===== config.mk =====
export PLATFORM = sky130hd
export DESIGN_NAME = mpu_desc_regs
export DESIGN_NICKNAME = d
export VERILOG_FILES = /design/src/rtl/mpu_pkg.sv /design/src/rtl/mpu_desc_regs.sv
export SDC_FILE = /design/constraint.sdc
export NUM_CORES = 1
export LEC_CHECK = 0
export BUFFER_PORTS_ARGS = -buffer_cell sky130_fd_sc_hd__buf_2
export CAP_MARGIN = 15
export CORE_MARGIN = 2
export CORE_UTILIZATION = 52
export DETAILED_ROUTE_END_ITERATION = 16
export PLACE_DENSITY = 0.89
export SYNTH_ARGS = -nofsm -noshare
export SYNTH_HDL_FRONTEND = slang
export SYNTH_SLANG_ARGS = --single-unit

===== constraint.sdc =====
create_clock -name clk -period 1.1 [get_ports clk]
set_clock_uncertainty 0.1 [all_clocks]
set_input_delay 0.22 -clock clk [delete_from_list [all_inputs] [get_ports clk]]
set_output_delay 0.22 -clock clk [all_outputs]
set_load 0.1 [all_outputs]

===== src/rtl/mpu_pkg.sv =====
package mpu_pkg;
  localparam int ADDR_W       = 32;
  localparam int DATA_W       = 32;
  localparam int PID_W        = 8;
  localparam int MST_W        = 3;
  localparam int NUM_MST      = 8;
  localparam int NUM_PRIV_MST = 4;
  localparam int FIELD_W      = 6;
  localparam int PAIR_BASE    = 24;
  localparam int GRAN_W       = 5;
  localparam int CORE_MST     = 0;
  localparam int DBG_MST      = 1;
  localparam int CLR_BASE     = 8;
  localparam int PID_LSB      = 8;
  localparam int MASK_LSB     = 16;

  localparam logic [DATA_W-1:0] PERM_OPEN      = 32'hFF1C_71C7;
  localparam logic [DATA_W-1:0] DBG_FIELD_MASK = DATA_W'(6'h3F) << (DBG_MST * FIELD_W);

  typedef enum logic [1:0] {
    KIND_READ  = 2'd0,
    KIND_WRITE = 2'd1,
    KIND_FETCH = 2'd2
  } acc_kind_e;

  typedef enum logic [1:0] {
    HIT_NONE   = 2'd0,
    HIT_SINGLE = 2'd1,
    HIT_MULTI  = 2'd2
  } hit_class_e;

  typedef struct packed {
    logic                     valid;
    logic [ADDR_W-1:GRAN_W]   start_hi;
    logic [ADDR_W-1:GRAN_W]   end_hi;
    logic [DATA_W-1:0]        perm;
    logic [PID_W-1:0]         pid;
    logic [PID_W-1:0]         pid_mask;
  } desc_t;

  typedef struct packed {
    logic [ADDR_W-1:0] addr;
    logic [MST_W-1:0]  master;
    logic [1:0]        attr;
    logic              is_write;
    hit_class_e        cls;
  } err_rec_t;

  function automatic desc_t reset_desc(input bit open);
    desc_t d;
    d = '0;
    if (open) begin
      d.valid  = 1'b1;
      d.end_hi = '1;
      d.perm   = PERM_OPEN;
    end
    return d;
  endfunction
endpackage


===== src/rtl/mpu_desc_regs.sv =====
module mpu_desc_regs
  import mpu_pkg::*;
#(
  parameter int NUM_REGIONS = 4,
  parameter int NUM_PORTS   = 2,
  localparam int RIDX_W     = $clog2(NUM_REGIONS)
) (
  input  logic                          clk,
  input  logic                          rst_n,
  input  logic                          cfg_we,
  input  logic                          cfg_ctrl,
  input  logic [MST_W-1:0]              cfg_master,
  input  logic [RIDX_W-1:0]             cfg_region,
  input  logic [1:0]                    cfg_word,
  input  logic [DATA_W-1:0]             cfg_wdata,
  output desc_t [NUM_REGIONS-1:0]       desc_o,
  output logic                          glb_en_o,
  output logic [NUM_PORTS-1:0]          clr_o
);
  logic ctrl_wr;
  assign ctrl_wr = cfg_we && cfg_ctrl;
  assign clr_o   = ctrl_wr ? cfg_wdata[CLR_BASE +: NUM_PORTS] : '0;

  always_ff @(posedge clk or negedge rst_n) begin
    if (!rst_n)       glb_en_o <= 1'b0;
    else if (ctrl_wr) glb_en_o <= cfg_wdata[0];
  end

  for (genvar r = 0; r < NUM_REGIONS; r++) begin : g_desc
    localparam bit IS_ROOT = (r == 0);
    desc_t d_q;
    logic  sel;
    logic  locked;
    assign sel    = cfg_we && !cfg_ctrl && (cfg_region == RIDX_W'(r));
    // the core master may not reshape the root descriptor
    assign locked = IS_ROOT && (cfg_master == MST_W'(CORE_MST));

    always_ff @(posedge clk or negedge rst_n) begin
      if (!rst_n) begin
        d_q <= reset_desc(IS_ROOT);
      end else if (sel) begin
        case (cfg_word)
          2'd0: if (!locked) d_q.start_hi <= cfg_wdata[ADDR_W-1:GRAN_W];
          2'd1: if (!locked) d_q.end_hi   <= cfg_wdata[ADDR_W-1:GRAN_W];
          2'd2: d_q.perm <= locked ? ((cfg_wdata & ~DBG_FIELD_MASK) | (d_q.perm & DBG_FIELD_MASK))
                                   : cfg_wdata;
          default: begin
            d_q.valid    <= cfg_wdata[0];
            d_q.pid      <= cfg_wdata[PID_LSB +: PID_W];
            d_q.pid_mask <= cfg_wdata[MASK_LSB +: PID_W];
          end
        endcase
      end
    end
    assign desc_o[r] = d_q;
  end
endmodule


==> run_summary.xml, run 1 <==
<?xml version="1.0" encoding="UTF-8"?>
<metrics>
  <group name="outcome">
    <metric name="status" unit="">did not finish</metric>
    <metric name="failing_step" unit="">clock tree synthesis</metric>
    <metric name="first-error" unit="">[ERROR DPL-0038] Utilization greater than 100%, impossible to legalize</metric>
  </group>
  <group name="yosys">
    <metric name="syn_inst" unit="">921</metric>
    <metric name="sequential_share_of_the_synthesized_area" unit="">0.6658</metric>
    <metric name="synth.cell_area" unit="µm²">15610</metric>
    <metric name="ys_dominant_reg_cell" unit="">sky130_fd_sc_hd__dfrtp_1</metric>
    <metric name="synth.yosys.warnings" unit="">0</metric>
    <metric name="postSynthAreaPerCell" unit="µm²">16.95</metric>
    <metric name="synth_fp_nets" unit="">964</metric>
    <metric name="post_synth_main_area_contributors" unit="">sky130_fd_sc_hd__dfrtp_1 (59%), sky130_fd_sc_hd__mux2_2 (28%), sky130_fd_sc_hd__dfstp_2 (8.1%), sky130_fd_sc_hd__mux2_4 (1.9%), sky130_fd_sc_hd__clkbuf_1 (1.0%)</metric>
    <metric name="synth-edff-count" unit="">0</metric>
    <metric name="yosys_top_cell_by_area" unit="">sky130_fd_sc_hd__dfrtp_1</metric>
    <metric name="synth.top_cells.by_count" unit="">sky130_fd_sc_hd__mux2_2 (389), sky130_fd_sc_hd__dfrtp_1 (365), sky130_fd_sc_hd__dfstp_2 (48)</metric>
    <metric name="async_reset_ff_frac" unit="">1.000</metric>
    <metric name="ys_types" unit="">23</metric>
    <metric name="ys_seq_elements" unit="">413</metric>
    <metric name="synth_top_cell_area_share" unit="">0.5850</metric>
    <metric name="synth_most_common_cell" unit="">sky130_fd_sc_hd__mux2_2</metric>
  </group>
  <group name="cts">
    <metric name="htree_num_levels" unit="">2</metric>
    <metric name="clock_path_buffers" unit="">3</metric>
    <metric name="cts.repair.resized" unit="">280</metric>
    <metric name="hold_buf_cts" unit="">5</metric>
    <metric name="post-cts-setup-buffers" unit="">201</metric>
    <metric name="cts_sinks" unit="">413</metric>
    <metric name="clk_root_buffer_cell" unit="">sky130_fd_sc_hd__clkbuf_16</metric>
    <metric name="cts_buffers" unit="">41</metric>
  </group>
  <group name="die">
    <metric name="die_width" unit="µm">177.3</metric>
    <metric name="initial_utilization" unit="">0.5268</metric>
    <metric name="floorplan.rows" unit="">63</metric>
    <metric name="number_of_i_o_pins" unit="">458</metric>
    <metric name="floorplan.die.height" unit="µm">177.3</metric>
  </group>
  <group name="placement">
    <metric name="numPortBuffers" unit="">457</metric>
    <metric name="pre_cts_ws" unit="ns">-1.076</metric>
    <metric name="detailed_place_hpwl" unit="µm">41950</metric>
    <metric name="gp_congestion" unit="">0.8459</metric>
  </group>
</metrics>
[cell families after synthesis]
kind of cell	after synthesis	synth area share
flops	413	0.6658
simple gates	31	0.01338
mux	413	0.3027
buf+inv	64	0.01811
[stage by stage]
stage	instances	hold WS, ns	utilization	area, µm²	setup TNS, ns
detailed placement	1773	0.03639	0.8590	25460	-369.44
floorplan	921	-0.1756	-	15910	-298.43
global placement	1773	0.03035	0.8590	25460	-351.17
==> run 2, diff against run 1 <==
--- a/config.mk
+++ b/config.mk
@@ -8,9 +8,9 @@
 export BUFFER_PORTS_ARGS = -buffer_cell sky130_fd_sc_hd__buf_2
 export CAP_MARGIN = 15
 export CORE_MARGIN = 2
-export CORE_UTILIZATION = 52
+export CORE_UTILIZATION = 40
 export DETAILED_ROUTE_END_ITERATION = 16
-export PLACE_DENSITY = 0.89
+export PLACE_DENSITY_LB_ADDON = 0.15
 export SYNTH_ARGS = -nofsm -noshare
 export SYNTH_HDL_FRONTEND = slang
 export SYNTH_SLANG_ARGS = --single-unit
==> run 2 against run 1 <==
Compared with the run above: the flow now finishes, with violations (negative setup slack); synthesized cell count did not move; synthesized area did not move.
==> run_summary.xml, run 2 <==
<?xml version="1.0" encoding="UTF-8"?>
<metrics>
  <group name="outcome">
    <metric name="status" unit="">finished, violations left</metric>
    <metric name="failed_checks" unit="">negative setup slack</metric>
  </group>
  <group name="yosys">
    <metric name="sequential_share_of_the_synthesized_area" unit="">0.6658</metric>
    <metric name="synth-edff-count" unit="">0</metric>
    <metric name="ys_seq_elements" unit="">413</metric>
    <metric name="syn_inst" unit="">921</metric>
    <metric name="synth.cell_area" unit="µm²">15610</metric>
    <metric name="post_synth_main_area_contributors" unit="">sky130_fd_sc_hd__dfrtp_1 (59%), sky130_fd_sc_hd__mux2_2 (28%), sky130_fd_sc_hd__dfstp_2 (8.1%), sky130_fd_sc_hd__mux2_4 (1.9%), sky130_fd_sc_hd__clkbuf_1 (1.0%)</metric>
    <metric name="async_reset_ff_frac" unit="">1.000</metric>
    <metric name="ys_types" unit="">23</metric>
    <metric name="synth_most_common_cell" unit="">sky130_fd_sc_hd__mux2_2</metric>
    <metric name="ys_dominant_reg_cell" unit="">sky130_fd_sc_hd__dfrtp_1</metric>
    <metric name="yosys_top_cell_by_area" unit="">sky130_fd_sc_hd__dfrtp_1</metric>
    <metric name="synth_top_cell_area_share" unit="">0.5850</metric>
    <metric name="synth.top_cells.by_count" unit="">sky130_fd_sc_hd__mux2_2 (389), sky130_fd_sc_hd__dfrtp_1 (365), sky130_fd_sc_hd__dfstp_2 (48)</metric>
    <metric name="synth.yosys.warnings" unit="">0</metric>
    <metric name="postSynthAreaPerCell" unit="µm²">16.95</metric>
    <metric name="synth_fp_nets" unit="">964</metric>
  </group>
  <group name="final_layout">
    <metric name="post_route_cells_drive_above_1_share" unit="">0.7696</metric>
    <metric name="antenna_diode_count" unit="">0</metric>
    <metric name="final_net_count" unit="">1730</metric>
    <metric name="mostFrequentLayoutCells" unit="">sky130_fd_sc_hd__buf_12 (470), sky130_fd_sc_hd__dfrtp_1 (365), sky130_fd_sc_hd__mux2_4 (225)</metric>
    <metric name="layout.cells.most_common" unit="">sky130_fd_sc_hd__buf_12</metric>
    <metric name="largest_reg_flops" unit="">412</metric>
    <metric name="finish.instance_area" unit="µm²">30670</metric>
    <metric name="synthToLayoutAreaGrowth" unit="%">96.42</metric>
  </group>
  <group name="die">
    <metric name="die_width" unit="µm">201.6</metric>
    <metric name="floorplan.core_area" unit="µm²">38560</metric>
    <metric name="initial_utilization" unit="">0.4049</metric>
    <metric name="number_of_i_o_pins" unit="">458</metric>
    <metric name="floorplan.die_area" unit="µm²">40630</metric>
    <metric name="floorplan.rows" unit="">72</metric>
    <metric name="floorplan.die.height" unit="µm">201.6</metric>
  </group>
  <group name="critical_path">
    <metric name="path_max_fanout" unit="">2</metric>
    <metric name="critical_path.endpoint" unit="">desc_o[70]</metric>
    <metric name="critical_path.reg2reg.startpoint" unit="">desc_o[140]</metric>
    <metric name="critical_path_arrival" unit="ns">1.33</metric>
    <metric name="timing.critical_path.cells" unit="">buf_12</metric>
    <metric name="crit_path_top_delay_cell" unit="">sky130_fd_sc_hd__dfstp_2</metric>
    <metric name="path_depth" unit="">1</metric>
    <metric name="start_kind" unit="">flip-flop</metric>
    <metric name="reg2reg_slack" unit="ns">-0.07</metric>
    <metric name="crit_type" unit="">flip-flop to output port</metric>
    <metric name="crit_buf_inv" unit="">1</metric>
    <metric name="critical_path_data_required_time" unit="ns">0.78</metric>
    <metric name="critical_path.reg2reg.endpoint" unit="">desc_o[140]</metric>
    <metric name="timing.critical_path.to_type" unit="">output port</metric>
    <metric name="worst_path_largest_cell_delay" unit="ns">0.59</metric>
    <metric name="critPathLaunch" unit="">desc_o[70]</metric>
    <metric name="reg2regPathDepth" unit="">3</metric>
    <metric name="cell_family_with_most_cp_delay" unit="">flip-flops</metric>
  </group>
  <group name="drt">
    <metric name="post-route-drc-count" unit="">0</metric>
    <metric name="avgRoutedWirePerCell" unit="µm">27.29</metric>
    <metric name="avgViaCountPerCell" unit="">4.987</metric>
    <metric name="drt.antenna.violating_nets" unit="">0</metric>
    <metric name="via_count" unit="">11160</metric>
    <metric name="drt-pass1-iter-count" unit="">4</metric>
    <metric name="initialDrtViolationCount" unit="">472</metric>
    <metric name="routed_wirelength" unit="µm">61040</metric>
  </group>
  <group name="timing">
    <metric name="fmaxAchievable" unit="GHz">0.6056</metric>
    <metric name="finalCriticalPeriod" unit="ns">1.651</metric>
    <metric name="fin_worst_hold_slack" unit="ns">0.04288</metric>
    <metric name="final-max-slew-violation-count" unit="">0</metric>
    <metric name="timing.final.crit_share" unit="">1.501</metric>
    <metric name="setup-violations-final" unit="">827</metric>
    <metric name="timing_hold_violations_final" unit="">0</metric>
    <metric name="worstMarginPinSlew" unit="ns">0.4944</metric>
    <metric name="maxSlewHeadroom" unit="">0.6704</metric>
    <metric name="finalWorstSetupSlack" unit="ns">-0.5513</metric>
    <metric name="rsz0062_at_grt" unit="">true</metric>
  </group>
  <group name="grt">
    <metric name="grt_util_all_layers" unit="">0.2989</metric>
    <metric name="grt_overflow" unit="">0</metric>
    <metric name="pin_count_of_the_biggest_net_entering_global_routing" unit="">53</metric>
    <metric name="via_count_of_the_first_global_routing_pass" unit="">12100</metric>
    <metric name="initial_antenna_violation_count" unit="">1</metric>
    <metric name="grt_first_pass_wirelength" unit="µm">88370</metric>
  </group>
  <group name="worst_hold_path">
    <metric name="min_path_type" unit="">primary input to flip-flop</metric>
    <metric name="hold_path_startpoint" unit="">cfg_wdata[8]</metric>
  </group>
  <group name="placement">
    <metric name="placement.cell_area" unit="µm²">25720</metric>
    <metric name="detailed_place_hpwl" unit="µm">36140</metric>
    <metric name="gp_congestion" unit="">0.7819</metric>
    <metric name="numPortBuffers" unit="">457</metric>
  </group>
  <group name="cts">
    <metric name="clk_root_buffer_cell" unit="">sky130_fd_sc_hd__clkbuf_16</metric>
    <metric name="tritoncts" unit="">yes</metric>
    <metric name="cts_buffers" unit="">43</metric>
    <metric name="htree_num_levels" unit="">2</metric>
    <metric name="cts.reportedPaths.clkPinSlew" unit="ns">0.06</metric>
    <metric name="clk-insertion-delay-late" unit="ns">0.56</metric>
    <metric name="cts_sinks" unit="">413</metric>
    <metric name="clock_path_buffers" unit="">3</metric>
  </group>
  <group name="power">
    <metric name="power.leakage" unit="µW">0.01436</metric>
    <metric name="power-per-cell-area" unit="nW/µm²">2572</metric>
    <metric name="vdd_drop_max" unit="mV">1.768</metric>
  </group>
  <group name="run">
    <metric name="maxCapViolCount" unit="">0</metric>
  </group>
</metrics>
-- run 2: cell counts after synthesis --
No cell type changed its count.
-- run 2: worst min path at each step --
stage	endpoint	slack (ns)	cells after the start
floorplan	desc_o[0]	-0.18	0
global placement	desc_o[392]	0.15	2
detailed placement	desc_o[392]	0.16	2
CTS	desc_o[76]	0.005	2
global route	desc_o[111]	0.03	3
finish	desc_o[387]	0.04	3
-- run 2: kinds of logic (layout without fill, tap and decap cells) --
family	after synthesis	count (layout)	synth area share
buffers and inverters	64	862	0.01811
flip-flops	413	413	0.6658
multiplexers	413	413	0.3027
AND/OR/NAND/NOR	31	31	0.01338
-- run 2: stage by stage --
| stage | util | TNS (ns) | setup WS (ns) | cells | power, µW |
|---|---|---|---|---|---|
| 2_1_floorplan | - | -298.43 | -1.007 | 921 | 45010 |
| 3_3_place_gp | 0.6670 | -319.35 | -1.014 | 1910 | 61360 |
| 3_5_place_dp | 0.6670 | -327.67 | -1.063 | 1910 | 61770 |
| 4_1_cts | 0.7785 | -261.24 | -0.5839 | 2147 | 77810 |
| 5_1_grt | 0.7953 | -278.44 | -0.5857 | 2237 | 80820 |
| 6_report | 0.7953 | -256.30 | -0.5513 | 2237 | 78870 |
-- run 2: report_power, final --
part	total, µW	switching (µW)	internal [µW]	leakage [µW]
Clock	14500	5980	8530	0.000694
Sequential	21800	3370	18400	0.00517
Combinational	42600	26500	16100	0.00850
-- run 2: per-layer routing --
layer / GRT usage / part of all wire
met1: 0.3649 / 0.39
met2: 0.5081 / 0.50
met3: 0.08520 / 0.074
met4: 0.1037 / 0.034
met5: 0 / 0.00021
-- run 2: final cells by class --
cell class,count,area (µm²)
timing repair buffer,785,12290
clock inverter,7,60.06
fill,1998,7891
tap,518,648.1
clock buffer,70,1340
sequential,413,10400
multi-input combinational,444,5933
-- run 2: what timing repair did --
action                                  4_1_cts  5_1_grt
pin swaps                                     7        7
resized for setup                           214       91
endpoints found under the setup margin      827      827
setup buffers                               108      119
hold endpoints to repair                    478        0
hold buffers                                 13        0
gates cloned                                 40        0
Power figures use the tool's default switching activity.
